### config.mk
export PLATFORM = sky130hd
export DESIGN_NAME = avecUnit
export DESIGN_NICKNAME = d
export VERILOG_FILES = /design/src/rtl/avecPkg.sv /design/src/rtl/avecControl.sv /design/src/rtl/avecDatapath.sv /design/src/rtl/avecUnit.sv
export SDC_FILE = /design/constraint.sdc
export NUM_CORES = 1
export LEC_CHECK = 0
export BUFFER_PORTS_ARGS = -buffer_cell sky130_fd_sc_hd__buf_2
export CORE_ASPECT_RATIO = 1.4
export CORE_MARGIN = 10
export CORE_UTILIZATION = 32
export CTS_BUF_LIST = sky130_fd_sc_hd__clkbuf_8 sky130_fd_sc_hd__clkbuf_16
export CTS_CLUSTER_SIZE = 20
export DETAILED_ROUTE_END_ITERATION = 8
export PLACE_DENSITY = 0.75
export SETUP_SLACK_MARGIN = 0.02
export SLEW_MARGIN = 20
export SYNTH_ARGS = -nofsm -noshare
export SYNTH_HDL_FRONTEND = slang
export SYNTH_SLANG_ARGS = --single-unit
### constraint.sdc
create_clock -name clk -period 3.7 [get_ports clk]
set_input_delay 0.555 -clock clk [delete_from_list [all_inputs] [get_ports clk]]
set_output_delay 0.555 -clock clk [all_outputs]
set_load 0.02 [all_outputs]
### src/rtl/avecPkg.sv
package avecPkg;
  // strobes issued by control toward the datapath
  typedef struct packed {
    logic capture;  // latch vector byte for substitution
    logic clear;    // apply firmware write-1-to-clear
  } avecStrobe_t;
endpackage

### src/rtl/avecControl.sv
module avecControl
  import avecPkg::*;
#(
  parameter int ADDR_W = 16,
  parameter logic [ADDR_W-1:0] VEC_ADDR = 16'h0045
) (
  input  logic              clk,
  input  logic              rstN,
  input  logic              fetchValid,
  input  logic [ADDR_W-1:0] fetchAddr,
  input  logic              avEnable,
  input  logic              clrWrite,
  output avecStrobe_t       strobe,
  output logic              overrideQ
);
  logic hitVec;

  assign hitVec = fetchValid && (fetchAddr == VEC_ADDR) && avEnable;

  always_comb begin
    strobe.capture = hitVec;
    strobe.clear   = clrWrite;
  end

  // data phase of an intercepted fetch follows its address phase
  always_ff @(posedge clk) begin
    if (!rstN) overrideQ <= 1'b0;
    else       overrideQ <= hitVec;
  end
endmodule

### src/rtl/avecDatapath.sv
module avecDatapath
  import avecPkg::*;
#(
  parameter int SLOTS = 32,
  parameter logic [SLOTS-1:0] ACTIVE_MASK = '1
) (
  input  logic             clk,
  input  logic             rstN,
  input  avecStrobe_t      strobe,
  input  logic [SLOTS-1:0] srcPulse,
  input  logic [SLOTS-1:0] srcEnable,
  input  logic [SLOTS-1:0] clrMask,
  output logic             irqOut,
  output logic [7:0]       vecNow,
  output logic [7:0]       vecQ
);
  localparam int IDX_W = (SLOTS > 1) ? $clog2(SLOTS) : 1;

  logic [SLOTS-1:0] pendingQ;
  logic [SLOTS-1:0] liveReq;
  logic [IDX_W-1:0] winIdx;
  logic             anyLive;

  // pending bits: a set in the same cycle beats a clear
  for (genvar g = 0; g < SLOTS; g++) begin : g_slot
    if (ACTIVE_MASK[g]) begin : g_live
      always_ff @(posedge clk) begin
        if (!rstN) pendingQ[g] <= 1'b0;
        else       pendingQ[g] <= srcPulse[g] |
                                  (pendingQ[g] & ~(strobe.clear & clrMask[g]));
      end
    end else begin : g_rsvd
      assign pendingQ[g] = 1'b0;
    end
  end

  assign liveReq = pendingQ & srcEnable;
  assign anyLive = |liveReq;
  assign irqOut  = anyLive;

  // fixed priority: lowest index wins
  always_comb begin
    winIdx = '0;
    for (int i = SLOTS - 1; i >= 0; i--) begin
      if (liveReq[i]) winIdx = IDX_W'(i);
    end
  end

  assign vecNow = anyLive ? (8'(winIdx) << 2) : 8'h00;

  always_ff @(posedge clk) begin
    if (!rstN)              vecQ <= 8'h00;
    else if (strobe.capture) vecQ <= vecNow;
  end
endmodule

### src/rtl/avecUnit.sv
module avecUnit
  import avecPkg::*;
#(
  parameter int SLOTS = 32,
  parameter logic [SLOTS-1:0] ACTIVE_MASK = 32'hFCFE_FF5F,
  parameter int ADDR_W = 16,
  parameter logic [ADDR_W-1:0] JUMP_ADDR = 16'h0043
) (
  input  logic              clk,
  input  logic              rstN,
  input  logic [SLOTS-1:0]  srcPulse,
  input  logic [SLOTS-1:0]  srcEnable,
  input  logic              clrWrite,
  input  logic [SLOTS-1:0]  clrMask,
  input  logic              avEnable,
  input  logic              fetchValid,
  input  logic [ADDR_W-1:0] fetchAddr,
  input  logic [7:0]        memData,
  output logic [7:0]        fetchData,
  output logic              irqOut
);
  localparam logic [ADDR_W-1:0] VEC_ADDR = JUMP_ADDR + ADDR_W'(2);

  avecStrobe_t strobe;
  logic        overrideQ;
  logic [7:0]  vecNow;
  logic [7:0]  vecQ;

  avecControl #(.ADDR_W(ADDR_W), .VEC_ADDR(VEC_ADDR)) u_ctl (
    .clk(clk), .rstN(rstN), .fetchValid(fetchValid), .fetchAddr(fetchAddr),
    .avEnable(avEnable), .clrWrite(clrWrite), .strobe(strobe), .overrideQ(overrideQ)
  );

  avecDatapath #(.SLOTS(SLOTS), .ACTIVE_MASK(ACTIVE_MASK)) u_dp (
    .clk(clk), .rstN(rstN), .strobe(strobe), .srcPulse(srcPulse),
    .srcEnable(srcEnable), .clrMask(clrMask), .irqOut(irqOut),
    .vecNow(vecNow), .vecQ(vecQ)
  );

  assign fetchData = overrideQ ? vecQ : memData;
endmodule

# Word level (Yosys, flattened, before mapping)
# Index checks and enable logic that the tools add are counted.
totals:
  mem_count: 0
  ramBits: 0
  ff_bits: 36
  rom_bits: 0
  latch_bits: 0
  in_bits: 125
op_classes:
  muxes: 34
  n_eq_ne: 1
  n_bitwise: 109
  shifts: 0
  div: 0
  n_lt_le_gt_ge: 0
  reduce_logical: 3
  add_sub_neg: 0
  multipliers: 0
op_table:
  columns: ["operator", "n"]
  rows:
  - ["$mux 5", 32]
  - ["$and 1x1->1", 54]
  - ["$and 32x32->32", 1]
  - ["$reduce_or 32->1", 1]
  - ["$not 1->1", 27]
  - ["$or 1x1->1", 27]
  - ["$eq 16x7->1 const B", 1]
  - ["$mux 8", 1]
  - ["$mux 7", 1]
  - ["$logic_and 1x1->1", 2]

# Longest topological paths before layout
depth:
  depth_word: 34
  depth_mapped: 7
  mapped_depth_nobuf: 6

# Hierarchy
# A second synthesis with hierarchy kept.
hier_totals:
  hier_cells: 237
  area_unflattened_um2: 1944.4
modules_own_cells:
  columns: ["mod", "n_inst", "seq_area_each_um2", "cells_per_inst", "area_per_inst_um2"]
  rows:
  - ["avecDatapath", 1, 640.6, 216, 1697.9]
  - ["avecUnit", 1, 0.0, 9, 131.4]
  - ["avecControl", 1, 20.0, 12, 115.1]

# Worst setup path after synthesis
# OpenSTA, ideal clock, no wires.
synth_path:
  path_kind: "input port to flip-flop"
  start: "input fetchAddr[12]"
  end: "register u_dp.vecQ[4]"
  cell_stages: 5
  setup_slack_ns: 1.454
  t_arrival_ns: 2.176
  path_buffers: 1
  setup_ns: 0.071
  cell_sequence: "or4b_1 > or3_1 > buf_2 > or4_1 > a21oi_1"
synth_via:
  elab_chain_cells: 3
synth_lines:
  columns: ["item", "line_no", "rtl"]
  rows:
  - ["from (decl)", "avecUnit.sv:17", "input logic [ADDR_W-1:0] fetchAddr,"]
  - ["$eq 16x7->1", "avecControl.sv:18", "assign hitVec = fetchValid && (fetchAddr == VEC_ADDR) && avEnable;"]
  - ["$logic_and 1x1->1 (2 in series)", "avecControl.sv:18", null]
  - ["to (signal assigned)", "avecDatapath.sv:53", "else if (strobe.capture) vecQ <= vecNow;"]
  - ["to (decl)", "avecDatapath.sv:15", "output logic [7:0] vecQ"]
# No other way between the ends.
# A chain may end at the register's enable or synchronous reset.

# Final worst setup path
layout_path:
  start: "input srcEnable[17]"
  end: "output irqOut"
layout_via:
  elab_chain_cells: 2
layout_lines:
  columns: ["item", "line_no", "rtl"]
  rows:
  - ["from (decl)", "avecUnit.sv:12", "input logic [SLOTS-1:0] srcEnable,"]
  - ["$and 32x32->32", "avecDatapath.sv:37", "assign liveReq = pendingQ & srcEnable;"]
  - ["$reduce_or 32->1", "avecDatapath.sv:38", "assign anyLive = |liveReq;"]
  - ["to (decl)", "avecUnit.sv:20", "output logic irqOut"]
# No other way between the ends.

==> results by group <==
Status
  • Status: complete, no violations

Worst setup path
  • Crit Reg-Reg Endpoint: u_dp.vecQ[3]
  • Critical path fanouts, max: 3
  • CP Capture Type: output port
  • Reg2Reg Setup Slack: between 1500 and 2000 ps
  • RR Startpoint: u_dp.pendingQ[17]
  • Worst Setup Start Kind: input pin
  • CP required: about 3100 ps
  • CP arrival: 2040 ps
  • Worst Reg-to-Reg Cells: 6
  • Setup CP Type: in -> out

Synthesis
  • Synth area leaders: dfxtp_1 (40%), nand2_1 (11%), a21oi_1 (9.9%), nor2_1 (6.3%), a22oi_1 (4.9%)
  • Avg Synthesized Cell Area: between 7 and 8 um2
  • Distinct cells, synth: 33
  • FF+latch count, synth: 33
  • Top FF cell, synth: dfxtp_1
  • Syn Inst Count: 226
  • Syn_nets: 351
  • Synthesized area: roughly 1700 um2
  • Number of synthesis warnings: 0
  • Sequential-to-total area share from yosys stat: 39.5%
  • Synth area leader: dfxtp_1
  • Area share of the largest cell type after synthesis: about two fifths
  • Asr flop ratio synth: 0%
  • Post-synth EDFFs: 0

Floorplanning
  • # rows: 31
  • Core region area: approximately 5100 um2
  • Die extent in x: about 81 um
  • Die Y: 106 um
  • Ports: 134
  • Die area: 8560 um2
  • Initial core utilization: 32.6%

Timing
  • RSZ-0062 raised after global routing: false
  • Total negative slack: 0 ps
  • Hold Vio Cnt, Final: 0
  • Final setup viols: 0
  • WHS: between 400 and 500 ps
  • Pins Over Slew Limit: 0
  • Slew Limit Headroom: approximately 31%
  • PnR worst setup slack: between 1000 and 1500 ps
  • Clock Skew: between 3 and 4 ps
  • Final worst path period need: around 2600 ps
  • Final Cycle Share: 70.1%
  • Max Clk Rate: approximately 390 MHz
  • Worst slew pin tran: between 1000 and 1500 ps

Global routing
  • GR Util met3: 6.12%
  • Pin count of the biggest net entering global routing: 34
  • First-pass GRT wire length: between 9 and 10 mm
  • Vias in the first global route: 2051
  • Most Crowded Layer GR: met2
  • Antenna violations before repair: 0
  • Met2 Track Usage GR: approximately a quarter
  • Tot GR Track Use: a little over an eighth
  • Total gr overflow: 0
  • GR Layer Usage met1: about an eighth

Final layout
  • P&R area growth vs syn: 44.5%
  • Design area: approximately 2400 um2
  • # diodes: 0
  • Share of cells above drive strength 1: about two fifths
  • Post-layout nets: between 400 and 500
  • Commonest non-fill, non-tap cells in the layout: buf_2 (118), nand2_1 (50), a21oi_1 (33), dfxtp_1 (33), nor2_1 (28)
  • Most common cell after layout, fill and taps aside: buf_2

Hold path
  • Hold Startpoint: u_dp.vecQ[2]
  • WHS Endpoint: u_dp.vecQ[2]
  • Min-Delay Path Class: reg -> reg
  • Hold path cells: 2

Place
  • Port bufs: roughly 120
  • Dpl hpwl: 4.99 mm
  • Dpl ws: between 1000 and 1500 ps
  • DP Area: approximately 2300 um2
  • Final Wtd Congestion: ~0.83

Job
  • # Max-Cap Violations: 0

Clocking
  • CTS tree: yes
  • TritonCTS buffer count: 5
  • H-tree depth: 2
  • Clk_lat worst skew: 290 ps
  • CTS Buffer Depth: 2
  • Hold Buf Count CTS: 0
  • Sink Count: 33
  • Reg clk slew, reported paths: around 70 ps
  • PostCTS Resize Cnt: 0
  • Root Buffer: clkbuf_8
  • Post-CTS Setup Bufs: 0

Pwr
  • Peak VDD IR: 0.204 mV
  • Total power: ~0.00086 W
  • P_leak: 1.15 nW
  • PD cells: roughly 360 nW/um2

Routing
  • Total number of vias: between 2k and 2.5k
  • Initial drt markers: a little under 80
  • Remaining DRCs: 0
  • First-pass DRT Iterations: 4
  • Via density: between 4 and 5
  • Final wirelength: just under 6 mm
  • Antenna Violating Nets Remaining: 0
  • DR WL/cell: between 10 and 15 um
[per-layer routing]
metal	vias to the layer above	share of wire (%)
met2	91	49
met4	0	1.5
met1	882	37
met3	9	13
li1	1047	-
met5	-	0
[synthesized netlist by cell type, types with 3 or more instances]
master     number
dfxtp_1        33
mux2_2          5
nor2_1         28
o2111ai_1       3
nand4_1         4
a22o_1          3
and2_1          3
clkbuf_1        7
a21oi_1        33
nand3_1        13
a31oi_1         4
nor4_1          3
nor2b_1         3
nand2_1        50
a22oi_1        11
[worst max-delay path, cell delays in order]
cell	delay, ps
buf_2	110
a222oi_1	460
nand4_1	180
nor4_1	390
nand2b_1	150
buf_2	190
[kinds of logic after synthesis]
logic type             synth area share (%)
buffers and inverters                  2.54
multiplexers                           3.37
AND/OR/NAND/NOR                        30.5
AO/OA/AOI/OAI                          24.0
flip-flops                             39.5
[where the power goes]
part	leakage [nW]	internal, W	total (W)	switching [W]
Combinational	0.817	0.0000881	0.000170	0.0000814
Clock	0.0542	0.000168	0.000299	0.000131
Sequential	0.274	0.000376	0.000394	0.0000179
[metrics by stage]
| step | std cells | utilization, % |
|---|---|---|
| after floorplan | 226 | - |
| after global routing | 410 | 47.2 |
| after detailed placement | 402 | 45.2 |
| after global placement | 402 | 45.2 |
| final | 410 | 47.2 |
| after CTS | 410 | 47.2 |
[worst max-delay path by stage]
stage	startpoint	endpoint	slack (ps)	cells past startpoint
detailed placement	srcEnable[17]	irqOut	1120	6
floorplan	fetchAddr[12]	u_dp.vecQ[4]	1450	5
finish	srcEnable[17]	irqOut	1110	6
global route	u_dp.pendingQ[17]	irqOut	940	5
CTS	srcEnable[17]	irqOut	1110	6
global placement	srcEnable[17]	irqOut	1190	6
[registers in the layout (all words and copies together) (netlist names)]
name / count
u_dp.vecQ: 5
u_dp.pendingQ: 27
u_ctl.overrideQ: 1
[area by class of cell]
class / instances / area [um2]
inverter: 3 / 11.3
fill: 550 / 2710
tap: 66 / 82.6
timing repair buffer: 118 / 591
multi-input combinational: 182 / 968
sequential: 33 / 661
clock inverter: 1 / 5.00
clock buffer: 7 / 96.3
No activity file was read; power rests on OpenSTA's default activity.
